[src/rtl/cand_eval_regs.sv]
`timescale 1ns/1ps
module cand_eval_regs #(
  parameter int ADDR_W  = 8,
  parameter int SLOTS   = 8,
  parameter int FIT_W   = 16,
  parameter int CHROM_W = 90
) (
  input  logic                     clk,
  input  logic                     rst_n,
  input  logic [ADDR_W-1:0]        s_awaddr,
  input  logic                     s_awvalid,
  output logic                     s_awready,
  input  logic [31:0]              s_wdata,
  input  logic                     s_wvalid,
  output logic                     s_wready,
  output logic [1:0]               s_bresp,
  output logic                     s_bvalid,
  input  logic                     s_bready,
  input  logic [ADDR_W-1:0]        s_araddr,
  input  logic                     s_arvalid,
  output logic                     s_arready,
  output logic [31:0]              s_rdata,
  output logic [1:0]               s_rresp,
  output logic                     s_rvalid,
  input  logic                     s_rready,
  output logic                     ld_valid,
  output logic [$clog2(SLOTS)-1:0] ld_slot,
  output logic [CHROM_W-1:0]       ld_chrom,
  output logic                     eval_start,
  input  logic                     eval_done,
  input  logic [SLOTS*FIT_W-1:0]   eval_fit
);
  localparam int SLOT_W = $clog2(SLOTS);
  localparam int TOP_W  = CHROM_W - 64;
  localparam int PAD_W  = 32 - FIT_W;
  localparam int A_W0   = SLOTS * 4;
  localparam int A_W1   = A_W0 + 4;
  localparam int A_W2   = A_W0 + 8;
  localparam int A_SEL  = A_W0 + 12;
  localparam int A_CTL  = A_W0 + 16;
  localparam int A_STS  = A_W0 + 20;

  logic [31:0]            w0_q, w1_q;
  logic [TOP_W-1:0]       w2_q;
  logic [SLOTS*FIT_W-1:0] fit_q;
  logic                   done_q, bvalid_q, rvalid_q;
  logic [31:0]            rdata_q, rd_mux;
  logic [SLOT_W-1:0]      sel_idx;
  logic                   wr_go, rd_go, sel_ok, clr_hit;
  logic [SLOTS-1:0]       sel_byte;

  assign wr_go     = s_awvalid & s_wvalid & ~bvalid_q;
  assign rd_go     = s_arvalid & ~rvalid_q;
  assign s_awready = wr_go;
  assign s_wready  = wr_go;
  assign s_arready = ~rvalid_q;
  assign s_bvalid  = bvalid_q;
  assign s_rvalid  = rvalid_q;
  assign s_rdata   = rdata_q;
  assign s_bresp   = 2'b00;
  assign s_rresp   = 2'b00;
  assign ld_chrom  = {w2_q, w1_q, w0_q};

  assign sel_byte = s_wdata[SLOTS-1:0];
  assign sel_ok   = (sel_byte != '0) && ((sel_byte & (sel_byte - 1'b1)) == '0);
  assign clr_hit  = wr_go && (s_awaddr == ADDR_W'(A_CTL)) && s_wdata[1];

  always_comb begin
    sel_idx = '0;
    for (int i = 0; i < SLOTS; i++)
      if (sel_byte[i]) sel_idx = SLOT_W'(i);
  end

  always_comb begin
    rd_mux = '0;
    for (int i = 0; i < SLOTS; i++)
      if (s_araddr == ADDR_W'(4 * i))
        rd_mux = {{PAD_W{1'b0}}, fit_q[i*FIT_W +: FIT_W]};
    if (s_araddr == ADDR_W'(A_STS)) rd_mux = {31'b0, done_q};
  end

  always_ff @(posedge clk or negedge rst_n) begin
    if (!rst_n) begin
      w0_q       <= '0;
      w1_q       <= '0;
      w2_q       <= '0;
      bvalid_q   <= 1'b0;
      ld_valid   <= 1'b0;
      ld_slot    <= '0;
      eval_start <= 1'b0;
    end else begin
      ld_valid   <= 1'b0;
      eval_start <= 1'b0;
      if (wr_go) begin
        bvalid_q <= 1'b1;
        if (s_awaddr == ADDR_W'(A_W0)) w0_q <= s_wdata;
        if (s_awaddr == ADDR_W'(A_W1)) w1_q <= s_wdata;
        if (s_awaddr == ADDR_W'(A_W2)) w2_q <= s_wdata[TOP_W-1:0];
        if (s_awaddr == ADDR_W'(A_SEL) && sel_ok) begin
          ld_valid <= 1'b1;
          ld_slot  <= sel_idx;
        end
        if (s_awaddr == ADDR_W'(A_CTL)) eval_start <= s_wdata[0];
      end else if (bvalid_q && s_bready) begin
        bvalid_q <= 1'b0;
      end
    end
  end

  always_ff @(posedge clk or negedge rst_n) begin
    if (!rst_n) begin
      done_q <= 1'b0;
      fit_q  <= '0;
    end else begin
      if (eval_done) begin
        done_q <= 1'b1;
        fit_q  <= eval_fit;
      end else if (clr_hit) begin
        done_q <= 1'b0;
      end
    end
  end

  always_ff @(posedge clk or negedge rst_n) begin
    if (!rst_n) begin
      rvalid_q <= 1'b0;
      rdata_q  <= '0;
    end else if (rd_go) begin
      rvalid_q <= 1'b1;
      rdata_q  <= rd_mux;
    end else if (rvalid_q && s_rready) begin
      rvalid_q <= 1'b0;
    end
  end

  AST_START_ONE_CYCLE: assert property (@(posedge clk) disable iff (!rst_n) eval_start |=> !eval_start);
  AST_LOAD_ONE_CYCLE:  assert property (@(posedge clk) disable iff (!rst_n) ld_valid |=> !ld_valid);
  AST_BVALID_HOLD:     assert property (@(posedge clk) disable iff (!rst_n) s_bvalid && !s_bready |=> s_bvalid);
  AST_RDATA_HOLD:      assert property (@(posedge clk) disable iff (!rst_n) s_rvalid && !s_rready |=> s_rvalid && $stable(s_rdata));
  AST_DONE_STICKY:     assert property (@(posedge clk) disable iff (!rst_n) done_q && !clr_hit |=> done_q);
  AST_DONE_WINS:       assert property (@(posedge clk) disable iff (!rst_n) eval_done |=> done_q);
  AST_FIT_HOLD:        assert property (@(posedge clk) disable iff (!rst_n) !eval_done |=> $stable(fit_q));
endmodule

[config.mk]
export PLATFORM = sky130hd
export DESIGN_NAME = cand_eval_regs
export DESIGN_NICKNAME = d
export VERILOG_FILES = /design/src/rtl/cand_eval_regs.sv
export SDC_FILE = /design/constraint.sdc
export NUM_CORES = 1
export LEC_CHECK = 0
export CAP_MARGIN = 10
export CORE_UTILIZATION = 51
export CTS_CLUSTER_DIAMETER = 120
export DETAILED_ROUTE_END_ITERATION = 10
export GPL_ROUTABILITY_DRIVEN = 0
export PLACE_DENSITY = 0.95
export SYNTH_ARGS = -nofsm -noshare
export SYNTH_HDL_FRONTEND = slang
export SYNTH_SLANG_ARGS = --single-unit
[constraint.sdc]
create_clock -name clk -period 3 [get_ports clk]
set_input_delay 0.6 -clock clk [delete_from_list [all_inputs] [get_ports clk]]
set_output_delay 0.6 -clock clk [all_outputs]
set_load 0.01 [all_outputs]
Word-level counts from Yosys, hierarchy flattened
Cells that the tools add are included.
{"block": "word_totals", "register_bits": 258, "ram_bits": 0, "latch_bits": 0, "inputBits": 184, "out_inout_bits": 136, "n_memories": 0, "rom_bits": 0, "wordCells": 73}
{"block": "op_classes", "mux": 26, "addsub": 1, "n_lt_le_gt_ge": 0, "multipliers": 0, "div_mod_pow": 0, "bitwise_logic": 6, "shifts": 0, "reduce_logical": 16, "eq_ne": 13}
{"cell": "32-bit 2-to-1 mux", "count": 8}
{"cell": "8-bit by 6-bit equality test with 1-bit output (second input constant)", "count": 6}
{"cell": "8-bit by 5-bit equality test with 1-bit output (second input constant)", "count": 4}
{"cell": "8-bit by 4-bit equality test with 1-bit output (second input constant)", "count": 2}
{"cell": "8-bit zero test", "count": 2}
{"cell": "16-bit 2-to-1 mux", "count": 1}
{"cell": "3-bit 2-to-1 mux", "count": 4}
{"cell": "1-bit 2-to-1 mux", "count": 11}
{"cell": "8-bit bitwise AND", "count": 1}
{"cell": "8-bit by 3-bit equality test with 1-bit output (second input constant)", "count": 1}
{"cell": "2-bit AND reduction", "count": 4}
{"cell": "8-bit nonzero test", "count": 1}
{"cell": "8-bit by 1-bit subtractor with 8-bit output (second input constant)", "count": 1}
{"cell": "1-bit logical AND", "count": 6}
{"cell": "2-bit nonzero test", "count": 3}
{"cell": "2-bit 2-to-1 mux", "count": 2}
{"cell": "1-bit bitwise AND", "count": 3}
{"cell": "1-bit NOT", "count": 2}

Longest topological paths before layout
{"block": "logic_depth", "depth_word": 10, "ltp_mapped": 8, "mapped_depth_nobuf": 5}

Least setup slack after synthesis
Ideal clock, no wire load.
{"block": "synth_path", "path_kind": "input to register", "start": "in s_awaddr[0]", "end": "reg w2_q[10]", "setup_ns": 0.125, "cell_stages": 7, "setup_slack_ns": 0.573, "arrival_time_ns": 2.302, "required_time_ns": 2.875, "path_buffers": 2, "cell_sequence": "or4b_1 > nor3_2 > nand2b_2 > or3_1 > buf_4 > buf_6 > mux2_4"}
{"block": "synth_between", "elab_chain_len": 2}
{"element": "start: declaration", "line_no": "10", "source": "input logic [ADDR_W-1:0] s_awaddr,"}
{"element": "8-bit by 6-bit equality test with 1-bit output", "line_no": "98", "source": "if (s_awaddr == ADDR_W'(A_W2)) w2_q <= s_wdata[TOP_W-1:0];"}
{"element": "2-bit AND reduction (no line)"}
{"element": "end signal: assignment", "line_no": "98"}
{"element": "end: declaration", "line_no": "44", "source": "logic [TOP_W-1:0] w2_q;"}
No other way between the ends.
A chain may end at the register's enable or synchronous reset.

Final worst setup path
{"block": "layout_path", "start": "in s_wvalid", "end": "out s_awready"}
{"block": "layout_between", "elab_chain_len": 2}
{"element": "start: declaration", "line_no": "14", "source": "input logic s_wvalid,"}
{"element": "1-bit bitwise AND (2 in a row)", "line_no": "52", "source": "assign wr_go = s_awvalid & s_wvalid & ~bvalid_q;"}
{"element": "end: declaration", "line_no": "12", "source": "output logic s_awready,"}
No other way between the ends.

==> run summary <==
• complete, no violations — outcome
• buffers and inverters — kind of cell adding the most delay to the critical path
• 0.568 — area share of the largest cell type after synthesis
• 0.00653 µW — Leak Pwr
• 398 µV — worst vdd rail ir drop
• 91 — largest net degree at the start of global routing
• 31,900 µm — sum of routed wire length over all layers
• 0 — final hold violation count
• 0.53 ns — Skew-Pair Late Insertion Delay
• 4 — number of gates on the worst path with buffers counted
• 13.1 µm² — per-instance average area after synthesis
• 0 — post_cts resized
• 51 — unique cell type count in the Yosys netlist
• 0.568 — proportion of synthesized chip area in sequential cells
• sky130_fd_sc_hd__clkdlybuf4s50_1 — most common cell after layout, fill and taps aside
• 5.67 — average via count per standard cell
• 0.273 — share of post-route cells with drive strength above 1
• 39.5% — area grow syn2layout
• 52 — number of rows created at floorplan
• 147 µm — Die Ht
• 21,900 µm — half-perimeter wire length after placement
• 0 — global route overflow
• 299 — number of buffer cells added on primary ports
• 5 — depth of the worst register-to-register path
• sky130_fd_sc_hd__clkdlybuf4s50_1 — CP max stage cell
• primary input to output port — type of the worst setup path
• 3 — Max clock buf depth
• 0.374 GHz — top achievable clock speed
• 0 — Setup Buffers After CTS
• 295 x sky130_fd_sc_hd__clkdlybuf4s50_1, 242 x sky130_fd_sc_hd__dfrtp_1, 208 x sky130_fd_sc_hd__mux2_2 — most frequent cells in the layout
• 1.00 — share of flip-flops with an asynchronous set or reset
• 6060 µm² — register cell area after layout
• 0.302 — Overall Global Routing Usage
• 0 — max-slew violation count
• primary input to async pin — Min-Delay Path Class
• 147 µm — Die Span X
• 0.528 — worst-case headroom to the max-slew limit
• 1 — H-tree lvl count
• sky130_fd_sc_hd__clkbuf_16 — library cell used as clock root buffer
• 0.0113 ns — worst-case clock skew
• done — CTS tree
• 1,278 — number of fillers in the final layout
• 0.59 ns — maximum cell stage delay along the critical path
• 0.524 — effective utilization at floorplan
• primary input — CP Launch Type
• 346 — violation count after the first detailed-route iteration
• 8,731 — vias in the first global route
• 2.68 ns — final critical path time including I/O delays and setup
• 3 — number of antenna violations at the first check in global routing
• 10,700 µm² — Synth Cell Area
• 0.708 ns — transition at the pin with the smallest max-transition slack
• 3 — worst-path maximum fanout
• 814 — gate count after technology mapping
• sky130_fd_sc_hd__dfrtp_1 — flip-flop cell with the highest count after synthesis
• 7,971 — routed vias
• 5 — count of TritonRoute iterations in the first routing pass
• 0 — Detail Route Antenna Nets
• 7840 µW — total power consumption of the routed design
• no — setup repair after global routing missed its margin
• 49,700 µm — global-route wire length before repair
• 22.7 µm — wire length per cell
• 242 — Clock Sink Count
• 527 nW/µm² — ratio of total power to cell area
• 20,400 µm² — Core Footprint
• 242 — synthesis-stage register bit count
• 0 — final setup vio count
• 0 — max capacitance violation total
• 3 — count of buffering cells on the critical path with inverters included
• 0 — number of hold buffers added after CTS
• 0.892 — part of the cycle the worst path needs
• 26 — Inserted Clock Buffers
• sky130_fd_sc_hd__dfrtp_1 — cell type contributing the most total cell area after synthesis
• 0 — warning count from the yosys run
• sky130_fd_sc_hd__dfrtp_1 57%, sky130_fd_sc_hd__mux2_2 22%, sky130_fd_sc_hd__mux2_4 2.8%, sky130_fd_sc_hd__nor2_1 1.8%, sky130_fd_sc_hd__buf_4 1.5% — main area contributors after synthesis
• sky130_fd_sc_hd__clkdlybuf4s50_1 — CP most frequent cell
• 0 — DRC violations left
• clkdlybuf4s50_1, nand3b_1, inv_1, clkdlybuf4s50_1 — worst-path cell chain
• 0.06 ns — clock transition at the registers of the reported paths
• 0 — number of enable-type register cells in the synthesized netlist
• 2.40 ns — CP required
• 1,305 — count of nets after finishing
• 0 ns — final sum of negative setup slack
• 21,500 µm² — area of the die
• 2.08 ns — data arrival time of the worst path
• output port — endpoint kind of the worst setup timing path
• 4290 µm² — area of the multi-input gates
• 320 — Boundary Pins
[where the power goes]
group | total, µW | switching [µW] | internal, µW
clock network | 3240 | 1290 | 1950
registers | 3600 | 127 | 3480
logic | 995 | 428 | 567
total | 7840 | 1850 | 5990
[final cells by class]
type	count	area share
repair buffers	330	0.222
inverters	10	0.00252
clock inverters	8	0.00891
flip-flops and latches	242	0.407
well taps	270	0.0227
clock buffers	35	0.0487
multi-input cells	511	0.288
diodes	1	0.000168
[worst paths after layout]
check / from / to / slack [ns]
min in group clk: s_rdata[9] / s_rdata[9] / 0.49
max: s_wvalid / s_awready / 0.32
max in group asynchronous: rst_n / fit_q[57] / 2.15
min reg2reg: s_rdata[9] / s_rdata[9] / 0.49
max reg2reg: s_bvalid / ld_slot[0] / 0.78
min: rst_n / fit_q[50] / 0.09
[through the flow]
step	utilization	hold WS [ns]	setup slack, ns	instance area [µm²]	instances
after floorplan	-	0.304	0.573	10700	833
after global placement	0.689	0.467	0.117	14000	1363
after detailed placement	0.689	0.472	0.00236	14000	1363
after CTS	0.731	0.105	0.354	14900	1406
after global routing	0.731	0.150	0.301	14900	1407
final	0.731	0.0875	0.325	14900	1407
[per-layer routing]
layer  vias to the layer above  part of all wire  track usage
li1                       3488                 -            -
met1                      3974              0.35        0.348
met2                       425              0.50        0.519
met3                        80              0.11       0.0959
met4                         4             0.042        0.120
met5                         -           0.00085            0
[Yosys cell counts, drive strengths merged, types with 2 or more instances]
cell type,number
mux2,229
nand3,8
o32ai,2
o221ai,14
and3,4
o22ai,13
dfrtp,242
a22o,2
nor4,5
or2,2
or4b,2
a221oi,3
and2,2
nand2b,7
nor4b,2
buf,37
nor3b,2
nor2b,3
inv,10
mux2i,16
nor3,7
clkbuf,33
nand2,42
nor2,50
or3,3
a211oi,2
a21oi,22
o21ai,28
o32a,11
[logic make-up after synthesis]
group | count (synthesis) | synth area share
AO/OA/AOI/OAI | 102 | 0.0637
multiplexers | 245 | 0.264
other | 1 | 0.000352
buffers and inverters | 80 | 0.0385
adder cells (fa/ha/maj) | 1 | 0.000938
XOR/XNOR | 1 | 0.000821
AND/OR/NAND/NOR | 142 | 0.0643
flip-flops | 242 | 0.568
[state kept, by name, indices dropped and copies added, names as in the netlist]
| register | cells |
|---|---|
| done_q | 1 |
| eval_start | 1 |
| fit_q | 128 |
| ld_slot | 3 |
| ld_valid | 1 |
| s_bvalid | 1 |
| s_rdata | 16 |
| s_rvalid | 1 |
| w0_q | 32 |
| w1_q | 32 |
| w2_q | 26 |
(Power assumes the default switching activity.)
